**src/rtl/tswap_pkg.sv**
```systemverilog
package tswap_pkg;

  localparam int unsigned TS_ADDR_W   = 32;
  localparam int unsigned TS_SIZE_W   = 3;
  localparam int unsigned TS_BASE_BIT = 16;
  localparam int unsigned TS_CFG_W    = TS_SIZE_W + 2;

  // Control register layout: size in the high bits, lock, then enable in bit 0
  typedef struct packed {
    logic [TS_SIZE_W-1:0] size;
    logic                 lock;
    logic                 en;
  } tswap_cfg_t;

  // Position of the address bit that is inverted for a size code
  function automatic int unsigned flip_pos(input int unsigned base_bit,
                                           input int unsigned code);
    return base_bit + code;
  endfunction

  // Build a one-hot mask for a bit position
  function automatic logic [TS_ADDR_W-1:0] bit_mask(input int unsigned pos);
    logic [TS_ADDR_W-1:0] m;
    m = '0;
    m[pos] = 1'b1;
    return m;
  endfunction

  // Next value of the stored configuration for one accepted write
  function automatic tswap_cfg_t cfg_next(input tswap_cfg_t cur,
                                          input tswap_cfg_t wr);
    tswap_cfg_t n;
    n      = cur;
    n.lock = cur.lock | wr.lock;
    if (!cur.lock) begin
      n.en   = wr.en;
      n.size = wr.size;
    end
    return n;
  endfunction

endpackage

```
**src/rtl/tswap_ctrl_reg.sv**
```systemverilog
module tswap_ctrl_reg
  import tswap_pkg::*;
(
  input  logic       clk,
  input  logic       bat_rst_n,
  input  logic       plat_rst_n,
  input  logic       strap_force,
  input  logic       cfg_we,
  input  tswap_cfg_t cfg_wr,
  output tswap_cfg_t cfg_q,
  output logic       eff_en,
  output logic       wr_accept
);

  tswap_cfg_t cfg_d;

  // Writes are accepted only while the platform is out of reset
  assign wr_accept = cfg_we & plat_rst_n;

  always_comb begin
    cfg_d = cfg_q;
    if (wr_accept) begin
      cfg_d = cfg_next(cfg_q, cfg_wr);
    end
  end

  // Battery-well domain: only bat_rst_n clears this state
  always_ff @(posedge clk or negedge bat_rst_n) begin
    if (!bat_rst_n) begin
      cfg_q <= '0;
    end else begin
      cfg_q <= cfg_d;
    end
  end

  assign eff_en = cfg_q.en | strap_force;

endmodule

```
**src/rtl/tswap_addr_xlate.sv**
```systemverilog
module tswap_addr_xlate #(
  parameter int unsigned ADDR_W   = 32,
  parameter int unsigned SIZE_W   = 3,
  parameter int unsigned BASE_BIT = 16
) (
  input  logic [ADDR_W-1:0] addr_in,
  input  logic [SIZE_W-1:0] size_code,
  input  logic              eff_en,
  output logic [ADDR_W-1:0] addr_out,
  output logic              win_hit,
  output logic              swap_active
);

  localparam int unsigned NCODES = 1 << SIZE_W;

  logic [NCODES-1:0] hit_vec;
  logic [ADDR_W-1:0] mask_arr [NCODES];

  // One window decoder per size code; the code selects among them
  for (genvar c = 0; c < NCODES; c++) begin : g_code
    localparam int unsigned FP = BASE_BIT + c;
    assign hit_vec[c]  = &addr_in[ADDR_W-1:FP+1];
    assign mask_arr[c] = tswap_pkg::bit_mask(tswap_pkg::flip_pos(BASE_BIT, c));
  end

  assign win_hit     = hit_vec[size_code];
  assign swap_active = eff_en & win_hit;
  assign addr_out    = swap_active ? (addr_in ^ mask_arr[size_code]) : addr_in;

endmodule

```
**src/rtl/tswap_remap_top.sv**
```systemverilog
module tswap_remap_top
  import tswap_pkg::*;
(
  input  logic                 clk,
  input  logic                 bat_rst_n,
  input  logic                 plat_rst_n,
  input  logic                 strap_force,
  input  logic                 cfg_we,
  input  logic [TS_CFG_W-1:0]  cfg_wdata,
  output logic [TS_CFG_W-1:0]  cfg_rdata,
  input  logic [TS_ADDR_W-1:0] addr_in,
  output logic [TS_ADDR_W-1:0] addr_out
);

  tswap_cfg_t cfg_wr;
  tswap_cfg_t cfg_q;
  logic       eff_en;
  logic       wr_accept;
  logic       win_hit;
  logic       swap_active;

  assign cfg_wr = tswap_cfg_t'(cfg_wdata);

  tswap_ctrl_reg u_reg (
    .clk         (clk),
    .bat_rst_n   (bat_rst_n),
    .plat_rst_n  (plat_rst_n),
    .strap_force (strap_force),
    .cfg_we      (cfg_we),
    .cfg_wr      (cfg_wr),
    .cfg_q       (cfg_q),
    .eff_en      (eff_en),
    .wr_accept   (wr_accept)
  );

  tswap_addr_xlate #(
    .ADDR_W   (TS_ADDR_W),
    .SIZE_W   (TS_SIZE_W),
    .BASE_BIT (TS_BASE_BIT)
  ) u_xlate (
    .addr_in     (addr_in),
    .size_code   (cfg_q.size),
    .eff_en      (eff_en),
    .addr_out    (addr_out),
    .win_hit     (win_hit),
    .swap_active (swap_active)
  );

  assign cfg_rdata = {cfg_q.size, cfg_q.lock, eff_en};

endmodule

```
**config.mk**
```make
export PLATFORM = sky130hd
export DESIGN_NAME = tswap_remap_top
export DESIGN_NICKNAME = d
export VERILOG_FILES = /design/src/rtl/tswap_pkg.sv /design/src/rtl/tswap_ctrl_reg.sv /design/src/rtl/tswap_addr_xlate.sv /design/src/rtl/tswap_remap_top.sv
export SDC_FILE = /design/constraint.sdc
export NUM_CORES = 1
export LEC_CHECK = 0
export BUFFER_PORTS_ARGS = -buffer_cell sky130_fd_sc_hd__buf_2
export CAP_MARGIN = 20
export CORE_MARGIN = 2
export CORE_UTILIZATION = 35
export CTS_CLUSTER_SIZE = 30
export DETAILED_ROUTE_END_ITERATION = 10
export PLACE_DENSITY = 0.87
export SLEW_MARGIN = 20
export SYNTH_ARGS = -nofsm -noshare
export SYNTH_HDL_FRONTEND = slang
export SYNTH_SLANG_ARGS = --single-unit
```
**constraint.sdc**
```tcl
create_clock -name clk -period 2.2 [get_ports clk]
set_input_delay 0.44 -clock clk [delete_from_list [all_inputs] [get_ports clk]]
set_output_delay 0.44 -clock clk [all_outputs]
set_load 0.03 [all_outputs]
```
==> out/qor.yml, run 1 <==
outcome: "finished clean"
vias: 561
io_pins: 79
vdd_drop_max_mv: 0.414
antenna_found_initial: 0
largest_register: "u_reg.cfg_q"
avgRoutedWirePerCell_um: 11.5
cp_data_required_time_ns: 1.76
min_period_over_period_pct: 93.4
drt-total-wl_um: 1410
slew_violations: 0
hpwl_um: 1270
cts.path.max_buffers: 2
cap_violations: 0
tightest_slew_ns: 0.282
arrival_ns: 1.61
setup_violations: 0
p_leak_nw: 0.348
htreeDepth: 1
synth-simple-area-share_pct: 26.3
final_area_um2: 731
clk_latency_ns: 0.24
syn2layout_area_growth_pct: 12.3
synthAdderAreaFrac_pct: 0
whs_path_depth: 2
synth_xor_area_share_pct: 10.8
max_freq_mhz: 487
synth_area_per_cell_um2: 8.56
die_area_um2: 2220
gp_congestion: 0.761
post_cts.repair.setup_buffers: 0
cts_buffers: 3
multi_input_area_um2: 300
powerDensity_nw_per_um2: 611
crit_path_max_fanout: 5
muxShareOfSynthArea_pct: 6.92
dieWidth_um: 47.1
fin_crit_ns: 2.05
cts_resized: 0
nNetsFinal: 141
ys.warnings.count: 0
finalSetupTns_ns: 0
largest_reg_flops: 5
cts_sinks: 5
ff2ff_path_depth: 2
yosysUniqueCellTypes: 20
synth_top_family_by_area: "buffers and inverters"
skew_ns: 0.000544
cp-start-kind: "flop"
netlist_area_um2: 651
grt_overflow_total: 0
synth_compound_area_share_pct: 2.12
hold_violations: 0
grt_usage_pct: 14.1
placed_cell_area_um2: 694
synth_enable_flop_cells: 0
endpoint_kind: "output port"
grt_pass1_wl_um: 2190
root_buffer: "clkbuf_4"
cts_hold_buf: 1
start_util_pct: 37.3
syn_nets: 118
path_clk_slew_ns: 0.04
seq_area_frac_synth_pct: 19.2
rows: 15
grt_max_degree: 6
synth_ff_type: "dfrtp_1"
antenna_left: 0
core_um2: 1750
route.detailed.drc: 0
postSynthCellCount: 76
drt-pass1-iter-count: 2
regArea_um2: 125
ys_ff_latch: 5
portBuffers: 46
fillers: 191
drive_gt1_share_pct: 57.1
hold_path_class: "input pin to flop"
antenna_cells: 0
rsz0062_at_grt: "no"
grt_pass1_vias: 570
drt-vias-per-instance: 4.56
async_flop_share_pct: 100
fp.dieH_um: 47.1
slew-limit-headroom_pct: 81.1
cts_tree: "built"
reg.largest.list: "u_reg.cfg_q: 5 flops"
first_iter_violations: 1
critPathKind: "flop to output port"
-- kinds of logic (layout without fill, tap and decap cells) --
logic type                after synthesis  count (layout)
AOI/OAI and AO/OA                       2               2
DFF                                     5               5
muxes                                   4               4
buffers and inverters                  31              53
xor gates and xnor gates                8               8
and+or+nand+nor                        26              26
-- worst max-delay path, stage by stage, from the launching register on --
cell and delay, ns:
dfrtp_1 0.42, nand4b_2 0.28, nor3_2 0.19, nand4_1 0.14
xnor2_1 0.15, buf_2 0.21
-- Yosys cell counts, types with 2 or more instances --
library cell	number	area, µm²
nor2_1	4	15.0
nand4_1	5	31.3
mux2_1	4	45.0
dfrtp_1	5	125
nor3_2	2	20.0
nand3_1	3	15.0
buf_4	29	218
xnor2_1	7	61.3
nand2_1	5	18.8
inv_1	2	7.51
-- cell type report --
class	count	share of cell area [%]
multi-input cells	40	41.1
inverters	2	1.03
repair buffers	47	32.9
clock buffers	4	3.60
flip-flops and latches	5	17.1
well taps	25	4.28
-- per-layer routing --
metal  wire, µm  track usage [%]  vias up
met1        401             9.77      244
li1           -                -      274
met3        149             3.46       12
met4         87             17.8        0
met2        772             26.6       31
met5          0                0        -
-- path summary, 6_finish.rpt --
check	startpoint	end	slack [ns]
max in group asynchronous	bat_rst_n	u_reg.cfg_q[1]$_DFFE_PN0P_	1.53
min in group asynchronous	bat_rst_n	u_reg.cfg_q[0]$_DFFE_PN0P_	0.55
max	u_reg.cfg_q[2]$_DFFE_PN0P_	addr_out[16]	0.15
min	cfg_wdata[0]	u_reg.cfg_q[0]$_DFFE_PN0P_	0.41
max reg2reg	u_reg.cfg_q[1]$_DFFE_PN0P_	u_reg.cfg_q[2]$_DFFE_PN0P_	1.11
min reg2reg	u_reg.cfg_q[1]$_DFFE_PN0P_	u_reg.cfg_q[1]$_DFFE_PN0P_	0.48
-- metrics by stage --
stage / hold slack [ns] / instances / util [%] / power (W) / setup WS [ns]
floorplan: 0.144 / 76 / - / 0.000360 / 0.274
global placement: 0.254 / 118 / 39.8 / 0.000338 / 0.275
detailed placement: 0.258 / 118 / 39.8 / 0.000342 / 0.267
CTS: 0.399 / 123 / 41.9 / 0.000455 / 0.130
global route: 0.410 / 123 / 41.9 / 0.000484 / 0.0199
finish: 0.410 / 123 / 41.9 / 0.000446 / 0.145
-- where the power goes --
group	leakage [nW]	switching (W)	total, W	internal (W)
sequential	0.0566	0.0000248	0.000140	0.000116
combinational	0.276	0.000129	0.000199	0.0000707
clock	0.0150	0.0000380	0.000107	0.0000686
-- cell usage in the layout (no fill, tap or decap), types with 2 or more instances in the layout --
| cell type | count |
|---|---|
| nand3_1 | 3 |
| nor3_2 | 2 |
| inv_1 | 2 |
| nand4_1 | 5 |
| buf_2 | 46 |
| nand2_1 | 5 |
| nor2_1 | 4 |
| xnor2_1 | 7 |
| mux2_1 | 4 |
| dfrtp_1 | 5 |
| clkbuf_4 | 3 |
(Power assumes the default switching activity.)
==> inputs of run 2 (changes only) <==
--- a/config.mk
+++ b/config.mk
@@ -8,10 +8,10 @@
 export BUFFER_PORTS_ARGS = -buffer_cell sky130_fd_sc_hd__buf_2
 export CAP_MARGIN = 20
 export CORE_MARGIN = 2
-export CORE_UTILIZATION = 35
+export CORE_UTILIZATION = 29
 export CTS_CLUSTER_SIZE = 30
 export DETAILED_ROUTE_END_ITERATION = 10
-export PLACE_DENSITY = 0.87
+export PLACE_DENSITY = 0.75
 export SLEW_MARGIN = 20
 export SYNTH_ARGS = -nofsm -noshare
 export SYNTH_HDL_FRONTEND = slang
==> out/qor.yml, run 2 (synthesis gave the netlist of run 1 again) <==
clk_latency_ns: 0.24  # about the same
placement.setup.worst_slack_ns: 0.232  # -0.0351 ns
cp_data_required_time_ns: 1.76  # about the same
tightest_slew_ns: 0.288  # +0.00560 ns
ff2ff_path_depth: 2  # unchanged
htreeDepth: 1  # unchanged
drive_gt1_share_pct: 57.1  # unchanged
first_iter_violations: 0  # -1
rsz0062_at_grt: "no"
hold_ws_ns: 0.407  # -0.00351 ns
grt_pass1_vias: 591  # +3.7%
cts_buffers: 3  # unchanged
rows: 17  # +2
critPathKind: "flop to output port"
avgRoutedWirePerCell_um: 11.4  # -0.72%
largest_register: "u_reg.cfg_q"
antenna_cells: 0  # unchanged
hold_violations: 0  # unchanged
wl_met1_um: 432  # +7.7%
hold_path_class: "input pin to flop"
slew_violations: 0  # unchanged
max_freq_mhz: 502  # +3.1%
route.detailed.drc: 0  # unchanged
mostFrequentLayoutCell: "buf_2"
largest_reg_flops: 5  # unchanged
nNetsFinal: 141  # unchanged
reg.largest.list: "u_reg.cfg_q: 5 flops"
setup_violations: 0  # unchanged
slew-limit-headroom_pct: 80.7  # -0.35 points
met2_length_um: 852  # +10%
antenna_left: 0  # unchanged
endpoint_kind: "output port"
antenna_found_initial: 0  # unchanged
cap_violations: 0  # unchanged
grt_pass1_wl_um: 2390  # +9.5%
skew_ns: 0.00320  # +0.00266 ns
start_util_pct: 30.0  # -7.3 points
root_buffer: "clkbuf_4"
min_period_over_period_pct: 90.5  # -2.8 points
grt_usage_pct: 12.0  # -2.1 points
whs_path_depth: 2  # unchanged
grt_overflow_total: 0  # unchanged
fp.dieH_um: 51.4  # +9.0%
final_cell_mix: "buf_2, xnor2_1, nand2_1, nand4_1, dfrtp_1"
cp-start-kind: "flop"
fin_crit_ns: 1.99  # -0.0627 ns
gp_congestion: 0.711  # -6.6%
fin_ws_ns: 0.208  # +0.0627 ns
fillers: 259  # +36%
outcome: "finished clean"
core_um2: 2170  # +24%
die_area_um2: 2640  # +19%
grt_max_degree: 6  # unchanged
finalSetupTns_ns: 0  # unchanged
top_layer: "met4"
path_clk_slew_ns: 0.04  # about the same
crit_path_max_fanout: 5  # unchanged
drt-pass1-iter-count: 1  # -1
post_cts.repair.setup_buffers: 0  # unchanged
hpwl_um: 1250  # -1.2%
p_leak_nw: 0.356  # +2.2%
portBuffers: 46  # unchanged
drt-total-wl_um: 1440  # +1.7%
dieWidth_um: 51.4  # +9.0%
arrival_ns: 1.55  # -0.06 ns
vias: 558  # -0.53%
drt-vias-per-instance: 4.43  # -2.9%
io_pins: 79  # unchanged
cts_tree: "built"
powerDensity_nw_per_um2: 608  # -0.48%
syn2layout_area_growth_pct: 14.6
vdd_drop_max_mv: 0.390  # -5.9%
cts_sinks: 5  # unchanged
cts.path.max_buffers: 2  # unchanged
wl_met3_um: 126  # -15%
==> run 2: area by class of cell <==
class / instances / area, µm² / share of cell area [%]
Multi-Input combinational cell: 40 / 309 / 41.4
Sequential cell: 5 / 125 / 16.8
Inverter: 2 / 7.51 / 1.01
Clock buffer: 4 / 26.3 / 3.52
Tap cell: 28 / 35.0 / 4.70
Timing Repair Buffer: 47 / 243 / 32.6
==> run 2: repair_timing <==
item                                    CTS  global route
hold buffers                              1             0
hold endpoints to repair                  5             0
resized for setup                         0             3
endpoints found under the setup margin    0             1
==> run 2: through the flow <==
| stage | utilization [%] | total power [W] | cells | cell area (µm²) |
|---|---|---|---|---|
| 6_report | 34.4 | 0.000453 | 126 | 746 |
| 5_1_grt | 34.4 | 0.000491 | 126 | 746 |
| 4_1_cts | 33.9 | 0.000458 | 126 | 734 |
| 3_5_place_dp | 32.2 | 0.000344 | 121 | 698 |
| 3_3_place_gp | 32.2 | 0.000340 | 121 | 698 |
| 2_1_floorplan | - | 0.000360 | 76 | 651 |
==> run 2: worst paths after layout <==
path / slack (ns) / from / endpoint
max: 0.21 / u_reg.cfg_q[4]$_DFFE_PN0P_ / addr_out[17]
min: 0.41 / cfg_wdata[0] / u_reg.cfg_q[0]$_DFFE_PN0P_
max reg2reg: 1.08 / u_reg.cfg_q[1]$_DFFE_PN0P_ / u_reg.cfg_q[3]$_DFFE_PN0P_
min reg2reg: 0.49 / u_reg.cfg_q[1]$_DFFE_PN0P_ / u_reg.cfg_q[1]$_DFFE_PN0P_
max in group asynchronous: 1.53 / bat_rst_n / u_reg.cfg_q[3]$_DFFE_PN0P_
min in group asynchronous: 0.54 / bat_rst_n / u_reg.cfg_q[1]$_DFFE_PN0P_
==> run 2: power by group <==
| group | internal [W] | total (W) | switching (W) |
|---|---|---|---|
| sequential | 0.000116 | 0.000144 | 0.0000282 |
| clock | 0.0000685 | 0.000106 | 0.0000371 |
| combinational | 0.0000741 | 0.000204 | 0.000130 |
| total | 0.000258 | 0.000453 | 0.000195 |
==> run 2: layer usage <==
layer	GRT usage, %	vias up
li1	-	271
met1	11.6	256
met2	22.0	25
met3	1.75	6
met4	10.1	0
met5	0	-
==> run 2: worst max-delay path, cell delays in order (launching register included) <==
cell	delay, ns
dfrtp_1	0.42
nor3b_2	0.32
nand4_1	0.16
xnor2_1	0.18
buf_2	0.22
